### src/rtl/phy_status_word.sv
module phy_status_word (
  input  logic        clk,
  input  logic        rst_n,
  input  logic        xover_swapped,
  input  logic        jabber,
  input  logic        an_done,
  input  logic        loopback,
  input  logic        full_duplex,
  input  logic        speed_10,
  input  logic        link_up,
  input  logic        sig_det,
  input  logic        dscr_lock,
  input  logic        rx_err_evt,
  input  logic        false_carrier_evt,
  input  logic        pol_inv_evt,
  input  logic        page_rx_evt,
  input  logic        irq_evt,
  input  logic        rfault_evt,
  input  logic        rd_self,
  input  logic        rd_rxerr_cnt,
  input  logic        rd_fc_cnt,
  input  logic        rd_tenbt_stat,
  input  logic        rd_an_exp,
  input  logic        rd_irq_stat,
  input  logic        rd_basic_stat,
  output logic [15:0] rdata
);

  logic [6:0] live_q;
  logic       rxerr_q, fc_q, pol_q, page_q, irq_q, rf_q;
  logic       sd_q, lock_q;

  logic [6:0] live_d;
  assign live_d = {xover_swapped, jabber, an_done, loopback,
                   full_duplex, speed_10, link_up};

  always_ff @(posedge clk) begin
    if (!rst_n) begin
      live_q  <= '0;
      rxerr_q <= 1'b0;
      fc_q    <= 1'b0;
      pol_q   <= 1'b0;
      page_q  <= 1'b0;
      irq_q   <= 1'b0;
      rf_q    <= 1'b0;
      sd_q    <= 1'b0;
      lock_q  <= 1'b0;
    end else begin
      live_q  <= live_d;
      rxerr_q <= rx_err_evt        | (rxerr_q & ~rd_rxerr_cnt);
      fc_q    <= false_carrier_evt | (fc_q    & ~rd_fc_cnt);
      pol_q   <= pol_inv_evt       | (pol_q   & ~rd_tenbt_stat);
      page_q  <= page_rx_evt       | (page_q  & ~rd_an_exp);
      irq_q   <= irq_evt           | (irq_q   & ~rd_irq_stat);
      rf_q    <= rfault_evt        | (rf_q    & ~rd_basic_stat);
      sd_q    <= sig_det   & (sd_q   | rd_self);
      lock_q  <= dscr_lock & (lock_q | rd_self);
    end
  end

  assign rdata = {1'b0, live_q[6], rxerr_q, pol_q, fc_q, sd_q, lock_q,
                  page_q, irq_q, rf_q, live_q[5:0]};

endmodule


### config.mk
export PLATFORM = sky130hd
export DESIGN_NAME = phy_status_word
export DESIGN_NICKNAME = d
export VERILOG_FILES = /design/src/rtl/phy_status_word.sv
export SDC_FILE = /design/constraint.sdc
export NUM_CORES = 1
export LEC_CHECK = 0
export BUFFER_PORTS_ARGS = -buffer_cell sky130_fd_sc_hd__buf_2
export CORE_UTILIZATION = 31
export DETAILED_ROUTE_END_ITERATION = 16
export PLACE_DENSITY = 0.67
export SYNTH_ARGS = -nofsm -noshare
export SYNTH_HDL_FRONTEND = slang
export SYNTH_SLANG_ARGS = --single-unit
### constraint.sdc
create_clock -name clk -period 1.6 [get_ports clk]
set_clock_uncertainty 0.1 [all_clocks]
set_input_delay 0.24 -clock clk [delete_from_list [all_inputs] [get_ports clk]]
set_output_delay 0.24 -clock clk [all_outputs]
set_load 0.03 [all_outputs]
==> qor.yml, run 1 <==
io-pin-count: 40
drt_iter0_markers: 7
diodes: 0
synth-xor-area-share_pct: 0
reg2reg_slack_ps: 810
critPathCaptureType: "output port"
whs_ps: 68.9
layout_worst_path_cycle_share_pct: 71.1
powerDensity_mw_per_mm2: 1040
cts_tree: "done"
cts_sinks: 15
viasPerCell: 4.15
netlist_instances: 47
synth_top_family_by_area: "simple AND/OR/NAND/NOR gates"
globalplace.congestion: 0.586
die_h_um: 43.7
outcome: "complete, but fails checks"
final-max-slew-violation-count: 0
ir_drop_mv: 0.468
fin_area_sq_um: 696
violations: "DRC"
cts_resized: 0
synth_seq_cells: 15
cts_root_buffer: "clkbuf_4"
ys_warn_count: 0
die_x_um: 43.7
holdPathEnd: "pol_q"
vias: 394
worst_path_max_delay_cell: "dfxtp_1"
routed_wl_um: 907
first_pass_iters: 10
fin_nets: 104
crit_buf_inv: 1
cp-start-kind: "flip-flop"
hold_viol: 0
synth.mux.area_fraction_pct: 0
synthDistinctLibCells: 8
syn_avg_cell_area_sq_um: 11.4
grtUsageTotal_pct: 11.0
h-tree-depth: 1
arrival_ps: 800
grt_pass1_vias: 371
required_ps: 1260
rows: 14
drive_above_1_share_pct: 60.8
hp-class: "primary input to flip-flop"
cts_buffer_depth: 2
drc: 5
wl_per_cell_um: 9.55
cts_made_buffers: 3
dieArea_sq_mm: 0.00191
syn-num-nets: 71
core-area_sq_mm: 0.00156
numPortBuffers: 38
cap_viol_max_count: 0
r2r_cells: 2
cp_cell_sequence: "buf_2"
fin_setup_tns_ps: 0
fin_util_pct: 44.6
mostFrequentLayoutCell: "buf_2"
grt-ovfl-total: 0
grt_max_degree: 16
start_util_pct: 34.5
syn_area_sq_um: 538
rsz0062_at_grt: "no"
hp-start: "pol_inv_evt"
worst-setup-path-type: "flip-flop to output port"
mostFrequentLayoutCells: "38 x buf_2, 15 x dfxtp_1, 7 x and2_2"
setup_viol_count_final: 0
post-cts-setup-buffer-count: 0
clkLatencyLatePin_ps: 270
grt_pass1_wl_um: 1470
min_period_ps: 1140
syn2layout_area_growth_pct: 29.3
worstPathMaxFanout: 2
synthSimpleGateAreaFrac_pct: 16.7
worstHoldPathCells: 2
grt_antenna_before_repair: 0
ctsHoldBuffers: 0
max_stage_delay_ps: 330
antenna_left: 0
critical-path-top-delay-family: "flip-flops"
r2r-start: "irq_q"
clk_pin_slew_worst_paths_ps: 80
p_leak_nw: 0.380
seq_area_frac_synth_pct: 55.8
place_area_sq_um: 669
synth_compound_area_share_pct: 12.1
max_freq_mhz: 879
synthAdderAreaFrac_pct: 0
regToRegEndpoint: "irq_q"
[layer usage]
layer	global-route usage [%]	wire length, um
met5	0	0
met2	17.9	457
met1	10.6	330
met4	11.9	17
met3	2.92	101
[worst max path at each step]
stage,start,end,slack [ps],depth (start not counted)
2_1_floorplan,live_q[0],rdata[0],800,0
3_3_place_gp,rst_n,live_q[1],760,2
3_5_place_dp,rst_n,live_q[1],750,2
4_1_cts,irq_q,rdata[7],440,1
5_1_grt,rxerr_q,rdata[13],400,1
6_report,sd_q,rdata[10],460,1
[registers in the layout, summed over array words and instances (netlist names)]
register / cells
live_q: 7
fc_q: 1
irq_q: 1
lock_q: 1
page_q: 1
pol_q: 1
rf_q: 1
rxerr_q: 1
sd_q: 1
[per-stage QoR]
| step | setup slack, ps | instances | total power, mW |
|---|---|---|---|
| after floorplan | 801 | 47 | 0.503 |
| final | 462 | 95 | 0.727 |
| after CTS | 445 | 95 | 0.745 |
| after detailed placement | 752 | 91 | 0.533 |
| after global routing | 403 | 95 | 0.772 |
| after global placement | 756 | 91 | 0.531 |
[where the power goes]
group	switching (mW)	internal, mW	leakage [nW]	total, mW
Combinational	0.0710	0.0512	0.240	0.122
Clock	0.107	0.0965	0.0150	0.204
Sequential	0.00605	0.395	0.125	0.401
Total	0.184	0.542	0.380	0.727
[synth_stat cells]
cell,number,area (sq um)
nor2b_1,6,37.5
and2_2,7,52.6
conb_1,1,3.75
o21a_1,6,45.0
dfxtp_1,15,300
buf_4,9,67.6
buf_6,1,11.3
o211a_1,2,20.0
[cells by family (layout without fill, tap and decap cells)]
group / after synthesis / in the layout
and+or+nand+nor: 13 / 13
buffers and inverters: 10 / 42
AOI/OAI and AO/OA: 8 / 8
DFF: 15 / 15
other: 1 / 1
[layout make-up]
type	instances	area (sq um)
multi-input cells	22	159
clock buffers	4	26.3
fillers	162	863
repair buffers	38	190
flip-flops and latches	15	300
well taps	16	20.0
(Power assumes the default switching activity.)
==> inputs of run 2 (changes only) <==
PLACE_DENSITY = 0.7   (was 0.67)
clock period = 0.95 ns   (was 1.6 ns; I/O delays follow)
==> run 2 against run 1 <==
Effect of this change: the run ends with DRC, setup timing left; sequential power grew 73%; highest routed layer is now met3; clock power grew 70%; critical endpoint unchanged; worst hold slack lost 45 ps; routed wire length grew 24%; first-iteration DRC count shrank 43%; via count grew 16%; power grew 84%; non-clock buffer count grew 15; clock-buffer cell count is the same.
==> qor.yml, run 2 (synthesis results as in run 1) <==
setup_viol_count_final: 15
dr.max_layer_used: "met3"
syn2layout_area_growth_pct: 78.1
min_period_ps: 984
routed_wl_um: 1130
core-area_sq_mm: 0.00156
p_leak_nw: 0.467
ir_drop_mv: 0.958
layout_worst_path_cycle_share_pct: 104
die_h_um: 43.7
drive_above_1_share_pct: 67.0
numPortBuffers: 38
violations: "DRC, setup timing"
combPwrFrac_pct: 22.2
globalplace.congestion: 0.632
fin_nets: 119
cp_cell_sequence: "buf_6"
worst-setup-path-type: "flip-flop to output port"
clockPowerShare_pct: 26.0
max_stage_delay_ps: 340
antenna_left: 0
met2_length_um: 555
mostFrequentLayoutCells: "23 x buf_2, 15 x dfxtp_2, 15 x dlygate4sd3_1, 15 x buf_6, 7 x and2_2"
grt_pass1_vias: 492
worstPathMaxFanout: 2
start_util_pct: 34.5
hpwlAfterDp_um: 657
io-pin-count: 40
final-max-slew-violation-count: 0
grt_pass1_wl_um: 1880
p_sw_share_pct: 24.9
crit_buf_inv: 1
powerDensity_mw_per_mm2: 1390
drc: 2
viasPerCell: 4.17
worst_slack_ps: -33.8
diodes: 0
required_ps: 710
cap_viol_max_count: 0
dieArea_sq_mm: 0.00191
max_freq_mhz: 1020
grt_max_degree: 16
clk_pin_slew_worst_paths_ps: 80
fin_area_sq_um: 958
cts_made_buffers: 3
drt_iter0_markers: 4
hold_viol: 0
h-tree-depth: 1
cp-start-kind: "flip-flop"
dr_wl_met3_um: 118
mostFrequentLayoutCell: "buf_2"
whs_ps: 24.1
p_seq_share_pct: 51.8
cts_sinks: 15
worst_path_max_delay_cell: "dfxtp_2"
p_int_mw: 1.00
arrival_ps: 740
die_x_um: 43.7
p_switching_mw: 0.332
first_pass_iters: 9
outcome: "complete, but fails checks"
clkLatencyLatePin_ps: 270
cts_buffer_depth: 2
place_area_sq_um: 669
critPathCaptureType: "output port"
cts_tree: "done"
grt_antenna_before_repair: 0
grt-ovfl-total: 0
rsz0062_at_grt: "yes"
post-cts-setup-buffer-count: 0
critical-path-top-delay-family: "flip-flops"
rows: 14
wl_per_cell_um: 10.2
met1_length_um: 450
largest_reg_flops: 7
grtUsageTotal_pct: 13.4
p_total_mw: 1.34
cts_root_buffer: "clkbuf_4"
vias: 459
hp-class: "primary input to flip-flop"
regMostFlops: "live_q"
-- run 2: final timing paths --
kind / slack [ps] / end / cells past startpoint / start
worst min-delay path: 20 / lock_q / 2 / rd_self
worst min register to register: 390 / lock_q / 1 / lock_q
worst max register to register: 140 / rf_q / 2 / rf_q
worst max-delay path: -30 / rdata[10] / 1 / sd_q
-- run 2: per-layer routing --
| layer | global-route usage, % | vias up |
|---|---|---|
| met3 | 6.25 | 0 |
| li1 | - | 234 |
| met2 | 23.0 | 26 |
| met5 | 0 | - |
| met1 | 14.0 | 199 |
| met4 | 5.63 | 0 |
-- run 2: power groups by stage --
| stage | registers, mW | clock network [mW] | logic [mW] |
|---|---|---|---|
| after floorplan | 0.723 | 0 | 0.125 |
| after global placement | 0.689 | 0 | 0.204 |
| after detailed placement | 0.690 | 0 | 0.206 |
| after CTS | 0.692 | 0.377 | 0.295 |
| after global routing | 0.697 | 0.401 | 0.314 |
| final | 0.692 | 0.347 | 0.296 |
-- run 2: through the flow --
step           TNS (ps)  worst slack, ps  utilization, %  cells
2_1_floorplan         0              191               -     47
3_3_place_gp          0              186            42.9     91
3_5_place_dp          0              168            42.9     91
4_1_cts            -597            -49.4            61.5    110
5_1_grt            -946            -75.0            61.5    110
6_report           -343            -33.8            61.5    110
-- run 2: final cells by class --
type / instances / area, sq um
flip-flops and latches: 15 / 319
repair buffers: 53 / 434
clock buffers: 4 / 26.3
multi-input cells: 22 / 159
well taps: 16 / 20.0
fillers: 127 / 601
-- run 2: timing repair --
action | in CTS | in global routing
hold buffers | 15 | 0
hold endpoints to repair | 15 | 0
gates resized for setup | 45 | 0
setup endpoints to repair | 15 | 15
gates cloned | 0 | 0
==> inputs of run 3 (changes only) <==
ABC_CLOCK_PERIOD_IN_PS = 950   (was default)
CORE_MARGIN = 3   (was default)
==> run 3 against run 2 <==
Effect of this change: the run ends with setup timing left; non-clock buffer count is the same; register-to-register slack is essentially flat; clock-buffer cell count is the same; power shrank 0.13%; sequential power is essentially flat; clock power is essentially flat; die area grew 19%; via count is the same; largest power group unchanged; worst setup slack lost 5.1 ps; sequential share of layout area is the same.
==> qor.yml, run 3 (synthesis results as in run 1) <==
outcome: "complete, but fails checks"
violations: "setup timing"
worst-setup-path-type: "flip-flop to output port"
clk_pin_slew_worst_paths_ps: 90
cts_root_buffer: "clkbuf_4"
drive_above_1_share_pct: 67.0
grt-ovfl-total: 0
wl_per_cell_um: 10.5
mostFrequentLayoutCells: "23 x buf_2, 15 x dfxtp_2, 15 x dlygate4sd3_1, 15 x buf_6, 7 x and2_2"
cts_sinks: 15
cts_buffer_depth: 2
core-area_sq_mm: 0.00158
dieArea_sq_mm: 0.00227
die_h_um: 47.7
grt_pass1_vias: 423
p_leak_nw: 0.467
globalplace.congestion: 0.574
hp-class: "primary input to flip-flop"
largest_reg_flops: 7
use_met2_pct: 19.0
grtUsageTotal_pct: 10.2
rsz0062_at_grt: "yes"
h-tree-depth: 1
hold_viol: 0
cap_viol_max_count: 0
vias: 459
die_x_um: 47.7
met3_usage_pct: 3.38
worstPathMaxFanout: 2
grt_max_degree: 16
fin_util_pct: 60.8
first_pass_iters: 1
setup_viol_count_final: 15
viasPerCell: 4.17
fin_nets: 119
grt_pass1_wl_um: 1610
powerDensity_mw_per_mm2: 1390
antenna_left: 0
busiest_layer: "met2"
final-max-slew-violation-count: 0
critical-path-top-delay-family: "flip-flops"
drc: 0
cts_made_buffers: 3
layout_worst_path_cycle_share_pct: 104
diodes: 0
io-pin-count: 40
max_freq_mhz: 1010
ir_drop_mv: 0.649
required_ps: 710
drt_iter0_markers: 0
clkLatencyLatePin_ps: 270
whs_ps: 24.9
min_period_ps: 989
startpoint: "rxerr_q"
cp_cell_sequence: "buf_6"
post-cts-setup-buffer-count: 0
worst_path_max_delay_cell: "dfxtp_2"
numPortBuffers: 38
regMostFlops: "live_q"
max_stage_delay_ps: 350
arrival_ps: 750
cp-start-kind: "flip-flop"
grt_use_met1_pct: 9.95
cts_tree: "done"
crit_buf_inv: 1
hp-start: "rd_self"
r2r-start: "rxerr_q"
routed_wl_um: 1160
worst_slack_ps: -38.9
rows: 14
post_layout_nonfiller_instances: 110
syn2layout_area_growth_pct: 78.1
start_util_pct: 34.1
mostFrequentLayoutCell: "buf_2"
grt_antenna_before_repair: 0
dp.cells: 91
critPathCaptureType: "output port"
run 3: power by group:
part	internal, mW	leakage (nW)	switching, mW	total, mW
combinational	0.168	0.323	0.128	0.296
clock	0.162	0.0150	0.184	0.346
sequential	0.672	0.129	0.0193	0.692
run 3: worst paths after layout:
| kind | cells past startpoint | slack [ps] | endpoint |
|---|---|---|---|
| max reg2reg | 2 | 140 | rxerr_q |
| max | 1 | -40 | rdata[13] |
| min | 2 | 20 | sd_q |
| min reg2reg | 1 | 390 | sd_q |
run 3: cell type report:
type / instances / area, sq um
clock buffers: 4 / 26.3
flip-flops and latches: 15 / 319
well taps: 16 / 20.0
multi-input cells: 22 / 159
fillers: 126 / 618
repair buffers: 53 / 434
run 3: repair_timing:
item                                    in CTS  in global routing
hold buffers                                15                  0
gates resized for setup                     45                  0
endpoints found under the setup margin      15                 15
endpoints found under the hold margin       15                  0
run 3: worst reg2reg max path, cell delays in order, from the launching register on:
cell and delay, ps:
dfxtp_2 340, nor2b_1 120, o21a_1 150
run 3: per-stage QoR:
| stage | worst slack [ps] | power [mW] | setup TNS, ps | area [sq um] |
|---|---|---|---|---|
| final | -38.9 | 1.33 | -260 | 958 |
| after CTS | -48.6 | 1.36 | -500 | 958 |
| after detailed placement | 170 | 0.897 | 0 | 669 |
| after global routing | -65.7 | 1.40 | -720 | 958 |
| after global placement | 184 | 0.894 | 0 | 669 |
| after floorplan | 191 | 0.847 | 0 | 538 |
run 3: layer usage:
| layer | vias up | wire length (um) |
|---|---|---|
| li1 | 236 | - |
| met1 | 194 | 447 |
| met2 | 29 | 557 |
| met3 | 0 | 151 |
| met4 | 0 | 0 |
| met5 | - | 0 |
